==> src/rtl/wpg_pkg.sv <==
package wpg_pkg;

    // Classification of a bus write address
    typedef enum logic [1:0] {
        ACC_PROT  = 2'd0,
        ACC_FREE  = 2'd1,
        ACC_KICK0 = 2'd2,
        ACC_KICK1 = 2'd3
    } acc_cls_t;

    // Lock machine states
    typedef enum logic [1:0] {
        GS_LOCKED = 2'd0,
        GS_ARMED  = 2'd1,
        GS_OPEN   = 2'd2
    } gate_st_t;

    localparam logic [31:0] DEF_KEY0 = 32'h83E7_0B13;
    localparam logic [31:0] DEF_KEY1 = 32'h95A4_F1E0;

    function automatic logic is_kick(input acc_cls_t c);
        return (c == ACC_KICK0) || (c == ACC_KICK1);
    endfunction

    // Next lock state for one strobed write
    function automatic gate_st_t step_state(input gate_st_t cur,
                                            input acc_cls_t c,
                                            input logic     key_ok);
        gate_st_t nxt;
        nxt = cur;
        case (c)
            ACC_KICK0: nxt = key_ok ? GS_ARMED : GS_LOCKED;
            ACC_KICK1: nxt = (key_ok && (cur == GS_ARMED || cur == GS_OPEN))
                             ? GS_OPEN : GS_LOCKED;
            default:   nxt = cur;
        endcase
        return nxt;
    endfunction

endpackage

==> src/rtl/wpg_decode.sv <==
module wpg_decode
    import wpg_pkg::*;
#(
    parameter int                          ADDR_W    = 8,
    parameter int                          DATA_W    = 32,
    parameter logic [ADDR_W-1:0]           KICK0_OFF = 8'h6C,
    parameter logic [ADDR_W-1:0]           KICK1_OFF = 8'h70,
    parameter logic [DATA_W-1:0]           KEY0      = DATA_W'(DEF_KEY0),
    parameter logic [DATA_W-1:0]           KEY1      = DATA_W'(DEF_KEY1),
    parameter int                          NW        = 1 << (ADDR_W - 2),
    parameter logic [NW-1:0]               PROT_MASK = {NW{1'b1}}
) (
    input  logic [ADDR_W-1:0] addr,
    input  logic [DATA_W-1:0] data,
    output acc_cls_t          cls,
    output logic              key_ok
);
    localparam logic [ADDR_W-1:0] LOW_BITS = ADDR_W'(3);

    logic              hit0, hit1, prot_bit;
    logic [ADDR_W-1:0] word;

    always_comb begin
        hit0     = (addr | LOW_BITS) == (KICK0_OFF | LOW_BITS);
        hit1     = (addr | LOW_BITS) == (KICK1_OFF | LOW_BITS);
        word     = addr >> 2;
        prot_bit = |(PROT_MASK & (NW'(1) << word));

        if (hit0)          cls = ACC_KICK0;
        else if (hit1)     cls = ACC_KICK1;
        else if (prot_bit) cls = ACC_PROT;
        else               cls = ACC_FREE;

        key_ok = (hit0 && data == KEY0) || (hit1 && !hit0 && data == KEY1);
    end
endmodule

==> src/rtl/wpg_lock_fsm.sv <==
module wpg_lock_fsm
    import wpg_pkg::*;
(
    input  logic     clk,
    input  logic     rst,
    input  logic     wr_en,
    input  acc_cls_t cls,
    input  logic     key_ok,
    output gate_st_t st,
    output logic     locked
);
    always_ff @(posedge clk) begin
        if (rst)        st <= GS_LOCKED;
        else if (wr_en) st <= step_state(st, cls, key_ok);
    end

    assign locked = (st != GS_OPEN);
endmodule

==> src/rtl/wpg_strobe_filter.sv <==
module wpg_strobe_filter
    import wpg_pkg::*;
(
    input  logic     wr_en,
    input  acc_cls_t cls,
    input  gate_st_t st,
    output logic     wr_pass
);
    logic allowed;

    always_comb begin
        case (cls)
            ACC_PROT: allowed = (st == GS_OPEN);
            default:  allowed = 1'b1;
        endcase
        wr_pass = wr_en && allowed;
    end
endmodule

==> src/rtl/wprot_gate.sv <==
module wprot_gate
    import wpg_pkg::*;
#(
    parameter int                ADDR_W    = 8,
    parameter int                DATA_W    = 32,
    parameter logic [ADDR_W-1:0] KICK0_OFF = 8'h6C,
    parameter logic [ADDR_W-1:0] KICK1_OFF = 8'h70,
    parameter logic [DATA_W-1:0] KEY0      = DATA_W'(DEF_KEY0),
    parameter logic [DATA_W-1:0] KEY1      = DATA_W'(DEF_KEY1),
    parameter int                NW        = 1 << (ADDR_W - 2),
    parameter logic [NW-1:0]     PROT_MASK = NW'(64'h0000_0000_FFFF_FFFF)
) (
    input  logic              clk,
    input  logic              rst,
    input  logic              wr_en,
    input  logic [ADDR_W-1:0] wr_addr,
    input  logic [DATA_W-1:0] wr_data,
    output logic              wr_pass,
    output logic              locked
);
    acc_cls_t acc_cls;
    logic     key_ok;
    gate_st_t gate_st;

    wpg_decode #(
        .ADDR_W(ADDR_W), .DATA_W(DATA_W),
        .KICK0_OFF(KICK0_OFF), .KICK1_OFF(KICK1_OFF),
        .KEY0(KEY0), .KEY1(KEY1),
        .NW(NW), .PROT_MASK(PROT_MASK)
    ) u_dec (
        .addr(wr_addr), .data(wr_data), .cls(acc_cls), .key_ok(key_ok)
    );

    wpg_lock_fsm u_fsm (
        .clk(clk), .rst(rst), .wr_en(wr_en), .cls(acc_cls),
        .key_ok(key_ok), .st(gate_st), .locked(locked)
    );

    wpg_strobe_filter u_flt (
        .wr_en(wr_en), .cls(acc_cls), .st(gate_st), .wr_pass(wr_pass)
    );
endmodule

==> config.mk <==
export PLATFORM = sky130hd
export DESIGN_NAME = wprot_gate
export DESIGN_NICKNAME = d
export VERILOG_FILES = /design/src/rtl/wpg_pkg.sv /design/src/rtl/wpg_decode.sv /design/src/rtl/wpg_lock_fsm.sv /design/src/rtl/wpg_strobe_filter.sv /design/src/rtl/wprot_gate.sv
export SDC_FILE = /design/constraint.sdc
export NUM_CORES = 1
export LEC_CHECK = 0
export ABC_CLOCK_PERIOD_IN_PS = 1900
export BUFFER_PORTS_ARGS = -buffer_cell sky130_fd_sc_hd__clkbuf_2
export CAP_MARGIN = 0
export CORE_AREA = 8 8 45 47
export CTS_BUF_LIST = sky130_fd_sc_hd__clkbuf_4
export CTS_CLUSTER_DIAMETER = 150
export CTS_CLUSTER_SIZE = 8
export DETAILED_ROUTE_END_ITERATION = 10
export DIE_AREA = 0 0 53 55
export PLACE_DENSITY = 0.66
export SLEW_MARGIN = 5
export SYNTH_ARGS = -nofsm -noshare
export SYNTH_HDL_FRONTEND = slang
export SYNTH_SLANG_ARGS = --single-unit
==> constraint.sdc <==
create_clock -name clk -period 1.9 [get_ports clk]
set_clock_uncertainty 0.15 [all_clocks]
set_input_delay 0.38 -clock clk [delete_from_list [all_inputs] [get_ports clk]]
set_output_delay 0.38 -clock clk [all_outputs]
set_load 0.005 [all_outputs]
==> flow_metrics.env <==
export IMPL_status="completed"
export IMPL_syn_to_final_growth_pct=78.3
export IMPL_rows=14
export IMPL_antenna_found_initial=0
export IMPL_grt_pass1_vias=553
export IMPL_grt_first_pass_wirelength_mm=1.99
export IMPL_viasPerCell=4.88
export IMPL_grt_max_degree=5
export IMPL_yosys_area_share_simple_pct=71.7
export IMPL_via_count=498
export IMPL_synth_compound_area_share_pct=9.69
export IMPL_critPathCaptureType="output pin"
export IMPL_worst_r2r_path_depth=5
export IMPL_root_buffer="clkbuf_4"
export IMPL_dp_hpwl_mm=1.16
export IMPL_p_clk_share_pct=46.2
export IMPL_path_cells="clkbuf_2 > nor3b_1 > nor2_1 > nor2_1 > o31a_1 > clkbuf_2"
export IMPL_tritoncts="done"
export IMPL_ios=45
export IMPL_period_share_pct=90.0
export IMPL_largestRegisters="u_fsm.st: 2 flops"
export IMPL_layout_common_cells="clkbuf_2, nor4b_1"
export IMPL_netSwitchingFraction_pct=22.7
export IMPL_clockBufferDepth=2
export IMPL_total_power_mw=0.199
export IMPL_path_class="input port to output pin"
export IMPL_r2r_start="u_fsm.st[0]"
export IMPL_synth_area_um2=323
export IMPL_finalHoldViolCount=0
export IMPL_synth_fp_nets=85
export IMPL_crit_buf_inv=2
export IMPL_worst_pin_slew_ns=0.306
export IMPL_n_antenna_cell=0
export IMPL_combPwrFrac_pct=32.6
export IMPL_htreeDepth=1
export IMPL_p_leak_nw=0.274
export IMPL_fin_crit_ns=1.71
export IMPL_fp_dieArea_um2=2920
export IMPL_cts_setup_buffers=0
export IMPL_p_int_mw=0.154
export IMPL_min_path_type="input port to flop"
export IMPL_start_util_pct=23.3
export IMPL_synth_fa_ha_area_share_pct=3.88
export IMPL_regMostFlops="u_fsm.st"
export IMPL_synthXorXnorAreaFrac_pct=0
export IMPL_synth_top_area_cell="dfxtp_1"
export IMPL_maxCapViolCount=0
export IMPL_insertion_delay_ns=0.22
export IMPL_hold_end="u_fsm.st[0]"
export IMPL_dp_slack_ns=0.165
export IMPL_clk_pin_slew_ns=0.03
export IMPL_nets=132
export IMPL_final_max_slew_viol_count=0
export IMPL_crit_slowest_cell="nor3b_1"
export IMPL_drt_total_wl_mm=1.24
export IMPL_portBuffers=42
export IMPL_cts_made_buffers=3
export IMPL_path_delay_family="simple AND/OR/NAND/NOR gates"
export IMPL_stdcell_area_um2=576
export IMPL_synth_area_mux_share_pct=0
export IMPL_avgSynthCellArea_um2=7.87
export IMPL_dr_pass1_iters=2
export IMPL_p_sw_mw=0.0453
export IMPL_antenna_left=0
export IMPL_seqPwrFrac_pct=21.3
export IMPL_wire_per_inst_um=12.2
export IMPL_ctsResizeCount=0
export IMPL_hold_buffers=0
export IMPL_largest_reg_flops=2
export IMPL_coreArea_um2=1380
export IMPL_worstPathMaxFanout=4
export IMPL_slew_headroom_pct=79.4
export IMPL_fin_setup_tns_ns=0
export IMPL_slowest_delay_ns=0.29
export IMPL_reg2reg_slack_ns=0.52
export IMPL_yosysWarnings=0
export IMPL_place_congestion=0.744
export IMPL_gr_total_overflow=0
export IMPL_ys_ff_latch=2
export IMPL_die_width_um=53
export IMPL_place_area_um2=553
export IMPL_fp_dieH_um=55
export IMPL_ir_worst_vdd_uv=130
export IMPL_final_common_cell="clkbuf_2"
export IMPL_synth_edf_count=0
export IMPL_synthTopCellsByArea="dfxtp_1, nor4b_1, and4_1"
export IMPL_cts_sinks=2
export IMPL_async_reset_ff_share_pct=0
export IMPL_crit_required_ns=1.37
export IMPL_grt_use_total_pct=8.72
export IMPL_power_density_nw_per_um2=346
export IMPL_min_from="rst"
export IMPL_route_detailed_drc=0
export IMPL_synth_top_family_by_area="simple AND/OR/NAND/NOR gates"
export IMPL_setup_ws_ns=0.190
export IMPL_synth_main_ff_cell="dfxtp_1"
export IMPL_layout_drive_gt1_share_pct=52.3
export IMPL_synthCells=41
export IMPL_ys_seq_area_share_pct=12.4
export IMPL_synth_top_area_share_pct=12.4
export IMPL_hold_slack_ns=0.200
export IMPL_fmax_mhz=585
export IMPL_arrival_ns=1.18
export IMPL_synth_cell_types=25
export IMPL_startpoint_type="input port"
export IMPL_finalSetupViolCount=0
export IMPL_worstReg2RegEnd="u_fsm.st[1]"
export IMPL_dr_first_iter_drc_count=6
export IMPL_whs_path_depth=2
export IMPL_rsz0062_at_grt="false"
[final cells by class]
| type | count | area, um2 |
|---|---|---|
| Fill cell | 154 | 808 |
| Multi-Input combinational cell | 37 | 275 |
| Timing Repair Buffer | 42 | 210 |
| Sequential cell | 2 | 40.0 |
| Clock buffer | 3 | 22.5 |
| Tap cell | 16 | 20.0 |
| Inverter | 2 | 7.51 |
[power by group through the flow]
stage	Sequential (mW)	Combinational (mW)	Clock, mW
final	0.0423	0.0649	0.0919
after global routing	0.0423	0.0715	0.0992
after CTS	0.0423	0.0655	0.0977
after detailed placement	0.0429	0.0651	0
after global placement	0.0429	0.0635	0
after floorplan	0.0429	0.0167	0
[cell families (layout without fill, tap and decap cells)]
logic type / Yosys count / in the layout
flops: 2 / 2
buf+inv: 2 / 47
simple gates: 31 / 31
fa+ha+maj: 1 / 1
compound gates: 5 / 5
[synthesized netlist by cell type (all sizes together), types with 2 or more instances]
cell / number
nand3b: 3
dfxtp: 2
o21ai: 2
nor4: 2
nand4b: 3
nand2: 2
and4: 3
inv: 2
nor2: 3
nor4bb: 2
nor4b: 4
[worst reg2reg max path: cells and delay by family (launching register included)]
| family | cells | cell delay, ns |
|---|---|---|
| compound gates | 1 | 0.15 |
| fa+ha+maj | 1 | 0.28 |
| buf+inv | 1 | 0.04 |
| flops | 1 | 0.31 |
| simple gates | 2 | 0.37 |
[per-layer routing]
layer | track usage [%] | vias to the layer above | wire length (um) | part of all wire, %
li1 | - | 262 | - | -
met1 | 8.76 | 213 | 515 | 41
met2 | 15.6 | 23 | 607 | 49
met3 | 4.28 | 0 | 121 | 9.7
met4 | 2.59 | 0 | 0 | 0
met5 | 0 | - | 0 | 0
[worst max-delay path by stage]
| stage | startpoint | endpoint | slack [ns] | cells past startpoint |
|---|---|---|---|---|
| final | wr_addr[3] | wr_pass | 0.19 | 6 |
| after global routing | wr_addr[3] | wr_pass | 0.09 | 6 |
| after CTS | wr_addr[3] | wr_pass | 0.19 | 6 |
| after detailed placement | wr_data[0] | u_fsm.st[1] | 0.16 | 5 |
| after global placement | wr_data[0] | u_fsm.st[1] | 0.18 | 5 |
| after floorplan | wr_data[0] | u_fsm.st[1] | 0.35 | 4 |
[stage by stage]
| stage | util [%] | instances |
|---|---|---|
| finish | 41.6 | 102 |
| global route | 41.6 | 102 |
| CTS | 41.6 | 102 |
| detailed placement | 40.0 | 99 |
| global placement | 40.0 | 99 |
| floorplan | - | 41 |
Note: power is estimated with default switching activity, not from simulation.
